**config.mk**
```make
export PLATFORM = sky130hd
export DESIGN_NAME = ext_stretch
export DESIGN_NICKNAME = d
export VERILOG_FILES = /design/src/rtl/xstr_pkg.sv /design/src/rtl/xstr_cost.sv /design/src/rtl/xstr_stall.sv /design/src/rtl/ext_stretch.sv
export SDC_FILE = /design/constraint.sdc
export NUM_CORES = 1
export LEC_CHECK = 0
export BUFFER_PORTS_ARGS = -buffer_cell sky130_fd_sc_hd__clkbuf_2
export CORE_ASPECT_RATIO = 1.2
export CORE_MARGIN = 2
export CORE_UTILIZATION = 30
export DETAILED_ROUTE_END_ITERATION = 16
export GPL_ROUTABILITY_DRIVEN = 0
export PLACE_DENSITY = 0.5
export SLEW_MARGIN = 20
export SYNTH_ARGS = -nofsm -noshare
export SYNTH_HDL_FRONTEND = slang
export SYNTH_SLANG_ARGS = --single-unit
```
**constraint.sdc**
```tcl
create_clock -name clk_i -period 4.3 [get_ports clk_i]
set_input_delay 0.86 -clock clk_i [delete_from_list [all_inputs] [get_ports clk_i]]
set_output_delay 0.86 -clock clk_i [all_outputs]
set_load 0.05 [all_outputs]
```
**src/rtl/xstr_pkg.sv**
```systemverilog
package xstr_pkg;
  typedef enum logic [1:0] {
    BUS_NONE = 2'd0,
    BUS_PROG = 2'd1,
    BUS_DATA = 2'd2
  } bus_op_e;
endpackage

```
**src/rtl/xstr_cost.sv**
```systemverilog
module xstr_cost
  import xstr_pkg::*;
#(
  parameter int WS_W  = 4,
  parameter int CNT_W = WS_W + 2
) (
  input  logic             pf_ext_i,
  input  logic             x1_ext_i,
  input  logic             x2_ext_i,
  input  logic [WS_W-1:0]  mv_ws_i,
  input  logic [WS_W-1:0]  mvm_ws_i,
  output logic [CNT_W-1:0] cost_o,
  output logic [1:0]       first_o,
  output logic [1:0]       second_o,
  output logic             err_o
);
  logic [CNT_W-1:0] mv_w, mvm_w;
  assign mv_w  = CNT_W'(mv_ws_i);
  assign mvm_w = CNT_W'(mvm_ws_i);

  always_comb begin
    cost_o   = '0;
    first_o  = BUS_NONE;
    second_o = BUS_NONE;
    unique case ({pf_ext_i, x1_ext_i})
      2'b10: begin
        cost_o  = mvm_w;
        first_o = BUS_PROG;
      end
      2'b01: begin
        cost_o  = mv_w;
        first_o = BUS_DATA;
      end
      2'b11: begin
        // one bus: serialize, data before fetch
        cost_o   = CNT_W'(1) + mv_w + mvm_w;
        first_o  = BUS_DATA;
        second_o = BUS_PROG;
      end
      default: ;
    endcase
  end

  // secondary access never costs cycles, only flags
  assign err_o = x2_ext_i;
endmodule

```
**src/rtl/xstr_stall.sv**
```systemverilog
module xstr_stall #(
  parameter int CNT_W = 6
) (
  input  logic             clk_i,
  input  logic             rst_ni,
  input  logic             load_i,
  input  logic [CNT_W-1:0] load_val_i,
  output logic             stall_o
);
  logic [CNT_W-1:0] rem_q;

  always_ff @(posedge clk_i or negedge rst_ni) begin
    if (!rst_ni)           rem_q <= '0;
    else if (load_i)       rem_q <= load_val_i;
    else if (rem_q != '0)  rem_q <= rem_q - 1'b1;
  end

  assign stall_o = (rem_q != '0);


  stall_dec_chk: assert property (@(posedge clk_i) disable iff (!rst_ni)
    (stall_o && !load_i) |=> (rem_q == $past(rem_q) - 1'b1));


  load_val_chk: assert property (@(posedge clk_i) disable iff (!rst_ni)
    load_i |=> (rem_q == $past(load_val_i)));
endmodule

```
**src/rtl/ext_stretch.sv**
```systemverilog
module ext_stretch
  import xstr_pkg::*;
#(
  parameter int WS_W  = 4,
  parameter int CNT_W = WS_W + 2
) (
  input  logic             clk_i,
  input  logic             rst_ni,
  input  logic             start_i,
  input  logic             pf_req_i,
  input  logic             pf_ext_i,
  input  logic             x1_req_i,
  input  logic             x1_ext_i,
  input  logic             x2_req_i,
  input  logic             x2_ext_i,
  input  logic [WS_W-1:0]  mv_ws_i,
  input  logic [WS_W-1:0]  mvm_ws_i,
  output logic             stall_o,
  output logic [CNT_W-1:0] ext_cycles_o,
  output logic [1:0]       bus_first_o,
  output logic [1:0]       bus_second_o,
  output logic             err_o
);
  logic             pf_x, x1_x, x2_x, take;
  logic [CNT_W-1:0] cost;
  logic [1:0]       first_d, second_d;
  logic             err_d;

  // qualifiers only count with a live request
  assign pf_x = pf_req_i & pf_ext_i;
  assign x1_x = x1_req_i & x1_ext_i;
  assign x2_x = x2_req_i & x2_ext_i;
  assign take = start_i & ~stall_o;

  xstr_cost #(.WS_W(WS_W), .CNT_W(CNT_W)) u_cost (
    .pf_ext_i (pf_x),
    .x1_ext_i (x1_x),
    .x2_ext_i (x2_x),
    .mv_ws_i  (mv_ws_i),
    .mvm_ws_i (mvm_ws_i),
    .cost_o   (cost),
    .first_o  (first_d),
    .second_o (second_d),
    .err_o    (err_d)
  );

  xstr_stall #(.CNT_W(CNT_W)) u_stall (
    .clk_i      (clk_i),
    .rst_ni     (rst_ni),
    .load_i     (take),
    .load_val_i (cost),
    .stall_o    (stall_o)
  );

  always_ff @(posedge clk_i or negedge rst_ni) begin
    if (!rst_ni) begin
      ext_cycles_o <= '0;
      bus_first_o  <= BUS_NONE;
      bus_second_o <= BUS_NONE;
      err_o        <= 1'b0;
    end else if (take) begin
      ext_cycles_o <= cost;
      bus_first_o  <= first_d;
      bus_second_o <= second_d;
      err_o        <= err_d;
    end
  end


  on_chip_free_chk: assert property (@(posedge clk_i) disable iff (!rst_ni)
    (take && !pf_x && !x1_x) |=> !stall_o);


  bus_order_chk: assert property (@(posedge clk_i) disable iff (!rst_ni)
    (take && pf_x && x1_x) |=> (bus_first_o == BUS_DATA && bus_second_o == BUS_PROG));


  x2_err_chk: assert property (@(posedge clk_i) disable iff (!rst_ni)
    (take && x2_x && !pf_x && !x1_x) |=> (err_o && !stall_o));


  busy_ignore_chk: assert property (@(posedge clk_i) disable iff (!rst_ni)
    (stall_o && start_i) |=> ($stable(ext_cycles_o) && $stable(bus_first_o) && $stable(err_o)));


  serial_len_chk: assert property (@(posedge clk_i) disable iff (!rst_ni)
    (take && pf_x && x1_x) |=> stall_o);
endmodule

```
==> metrics.md <==
| Metric | Value |
|---|---|
| Status | completed |
| Post-synthesis mux area share | 2.30% |
| Port Buffers | 27 |
| Crit path buf inv count | 3 |
| Grt met3 use | less than 1% |
| Post-DR wirelength/cell | between 10 and 15 microns |
| Post-CTS setup buffers | 0 |
| Worst setup EP type | primary output |
| Tot GR Track Use | roughly an eighth |
| Worst endpoint required time | 3440 ps |
| Lkg Pwr | around 0.6 nW |
| PwrDens | ~510 nW/um^2 |
| Grt met2 use | 22.8% |
| P&R area growth vs syn | 19.6% |
| Drt drc | 0 |
| XOR/XNOR share of the synthesized area | 6.27% |
| Worst Path Arrival | ~2100 ps |
| Critical path depth | 6 |
| Via density | about 4.9 |
| Worst path slowest cell | or3b_4 |
| Max Clk Rate | 339 MHz |
| Setup Skew | ~6.3 ps |
| CP delay by family, top | simple AND/OR/NAND/NOR gates |
| Ant. Diodes | 0 |
| Synth Warn # | 0 |
| Placed Area | approximately 1100 sq um |
| Cell internal pwr | about 0.33 mW |
| Hold-fix buffers, CTS | 0 |
| Power share of the clock group | a little over an eighth |
| Share of cells above drive strength 1 | 27.5% |
| Crit-path max FO | 7 |
| CTS Buffer Depth | 2 |
| Post-route minimum period | approximately 3000 ps |
| Sequential area share after synthesis | 41.0% |
| Slowest stage delay, CP | 420 ps |
| Hpwl dp | 1.78 mm |
| Dpl ws | 1630 ps |
| Starting density of the core | about a third |
| Pin count of the biggest net entering global routing | 20 |
| Final setup fails | 0 |
| VDD IR max | between 0.2 and 0.25 mV |
| Crit path from | u_stall.rem_q[0] |
| M1 GR Usage | about 16% |
| CP dominant cell by count | inv_1 |
| CP Capture Point | stall_o |
| Slew Limit Fails | 0 |
| Fillcell total | roughly 340 |
| Total CTS buffers | 3 |
| Antenna violations before repair | 0 |
| Share of power burned in registers | around 40% |
| Grt ovf | 0 |
| Vias in the first global route | 813 |
| Initial DRC Count | 8 |
| Cts repair resizes | 0 |
| Worst Hold Slack | approximately 480 ps |
| # IOs | 29 |
| Setup WS post-layout | between 1000 and 1500 ps |
| Final hold violation count | 0 |
| Yosys cell types | 33 |
| Vias | 816 |
| Register bit total from synthesis | 16 |
| Worst R2R Start | u_stall.rem_q[0] |
| Syn Area/Cell | between 9 and 10 sq um |
| Synth Area in Compound Gates | a little under a fifth |
| Post-synth top area share | slightly above 40% |
| Fin nets | about 160 |
| Final core occ | 37.9% |
| Max-Cap Viols | 0 |
| Simple-gate share of the synthesized area | between 10% and 20% |
| Reg2reg setup slack | 1970 ps |
| Tot Pwr | 0.591 mW |
| CP cell instances | inv_1 > ha_1 > or3b_4 > nor3_4 > inv_1 > clkbuf_2 |
| CTS tree | built |
| Clock root cell | clkbuf_4 |
| DP Cell Count | around 160 |
| Htree depth | 1 |
| Yosys top cell by area | dfrtp_1 |
| Footprint of the multi-input gates | 528 sq um |
| Final std cells w/o fill | ~170 |
| R2R cell count | 7 |
| Main combinational cell family by area after synthesis | compound AO/OA/AOI/OAI gates |
| Clock latency on the worst-skew pair | between 200 and 300 ps |
| Die Y | between 60 and 70 microns |
| Adder-Cell Fraction of Synth Area | around 9.7% |
| Logic gate share of total power | 46.1% |
| Crit Reg-Reg Endpoint | u_stall.rem_q[5] |
| Gr busiest metal | met2 |
| Die W | between 50 and 60 microns |
| Final period util | 68.5% |
| Mapped Nets | approximately 130 |
| Switching part of the total | between 40% and 50% |
| Main area contributors after synthesis | dfrtp_1 41%, ha_1 7.7%, nand2_1 4.6%, inv_1 3.8%, xor2_1 3.6% |
| Core area | approximately 3100 sq um |
| Crit start category | flop |
| First-pass GRT wire length | 3.75 mm |
| Antenna Violating Nets Remaining | 0 |
| Hold Crit Class | flop to flop |
| RSZ-0062 raised after global routing | no |
| Post-route design area | roughly 1200 sq um |
| Number of core rows | 22 |
| DR pass1 iterations | 4 |
| Reg area | ~400 sq um |
| Clock sink total | 16 |
| Die Area | between 3000 and 4000 sq um |
| DRT Wirelength | about 2.2 mm |
| Post-Syn Area | 977 sq um |
| Reg clk slew, reported paths | ~100 ps |
| Final setup TNS | 0 ps |
| CP Class | flop to primary output |
| Syn Inst Count | between 100 and 150 |
| Sw Pwr | about 0.26 mW |
[synth_stat cells]
cell	count
a211oi_1	1
a21o_1	2
a21oi_1	6
a221o_1	1
a221oi_1	2
a22o_1	1
a22oi_1	2
a2bb2oi_1	1
and2_1	1
buf_4	1
clkbuf_1	1
conb_1	1
dfrtp_1	16
fa_1	1
ha_1	6
inv_1	10
mux2_2	2
nand2_1	12
nand2_4	1
nand3_1	6
nor2_1	4
nor3_1	2
nor3_4	1
nor3b_1	1
o21a_1	1
o21ai_0	5
o21ai_1	3
o221ai_1	1
o22ai_1	2
or3b_4	1
or4_4	1
xnor2_1	3
xor2_1	4
[worst min-delay path: stages, from the launching register on]
cell and delay (ps):
dfrtp_1 350, nand2_1 50, nand2_1 50
[layout by cell type (no fill, tap or decap), types with 4 or more instances in the layout]
| cell type | netlist | routed |
|---|---|---|
| nand2_1 | 12 | 12 |
| o21ai_0 | 5 | 5 |
| clkbuf_2 | 0 | 27 |
| inv_1 | 10 | 10 |
| nor2_1 | 4 | 4 |
| xor2_1 | 4 | 4 |
| dfrtp_1 | 16 | 16 |
| nand3_1 | 6 | 6 |
| a21oi_1 | 6 | 6 |
| ha_1 | 6 | 6 |
[state kept, by name (all words and copies together), names as in the netlist]
| signal | count |
|---|---|
| bus_first_o | 2 |
| ext_cycles_o | 6 |
| err_o | 1 |
| bus_second_o | 1 |
| u_stall.rem_q | 6 |
[routing by layer]
layer	share of wire [%]	wire length, microns
met1	45	980
met2	51	1110
met3	1.6	35
met4	1.8	40
met5	0	0
[power by group through the flow]
stage	clock network, mW	logic, mW	registers, mW
after floorplan	0	0.141	0.311
after global placement	0	0.275	0.240
after detailed placement	0	0.276	0.241
after CTS	0.0825	0.277	0.238
after global routing	0.0885	0.302	0.246
final	0.0808	0.273	0.237
[final cells by class]
class / instances / share of cell area, %
inverters: 10 / 3.21
well taps: 36 / 3.85
flip-flops and latches: 16 / 34.3
repair buffers: 27 / 11.6
clock buffers: 3 / 1.93
multi-input cells: 75 / 45.2
[how the worst min path moves through the flow]
| stage | start | end | slack, ps | depth (start not counted) |
|---|---|---|---|---|
| after global placement | ext_cycles_o[5] | ext_cycles_o[5] | 450 | 2 |
| after global routing | rst_ni | ext_cycles_o[1] | 510 | 1 |
| after CTS | ext_cycles_o[5] | ext_cycles_o[5] | 480 | 2 |
| after detailed placement | ext_cycles_o[5] | ext_cycles_o[5] | 460 | 2 |
| after floorplan | u_stall.rem_q[0] | u_stall.rem_q[0] | 450 | 1 |
| final | ext_cycles_o[5] | ext_cycles_o[5] | 480 | 2 |
[cell families after synthesis]
group | Yosys count
AO/OA/AOI/OAI | 28
buffers and inverters | 12
XOR/XNOR | 7
flip-flops | 16
adder cells (fa/ha/maj) | 7
other | 1
AND/OR/NAND/NOR | 30
multiplexers | 2
No activity file was read; power rests on OpenSTA's default activity.
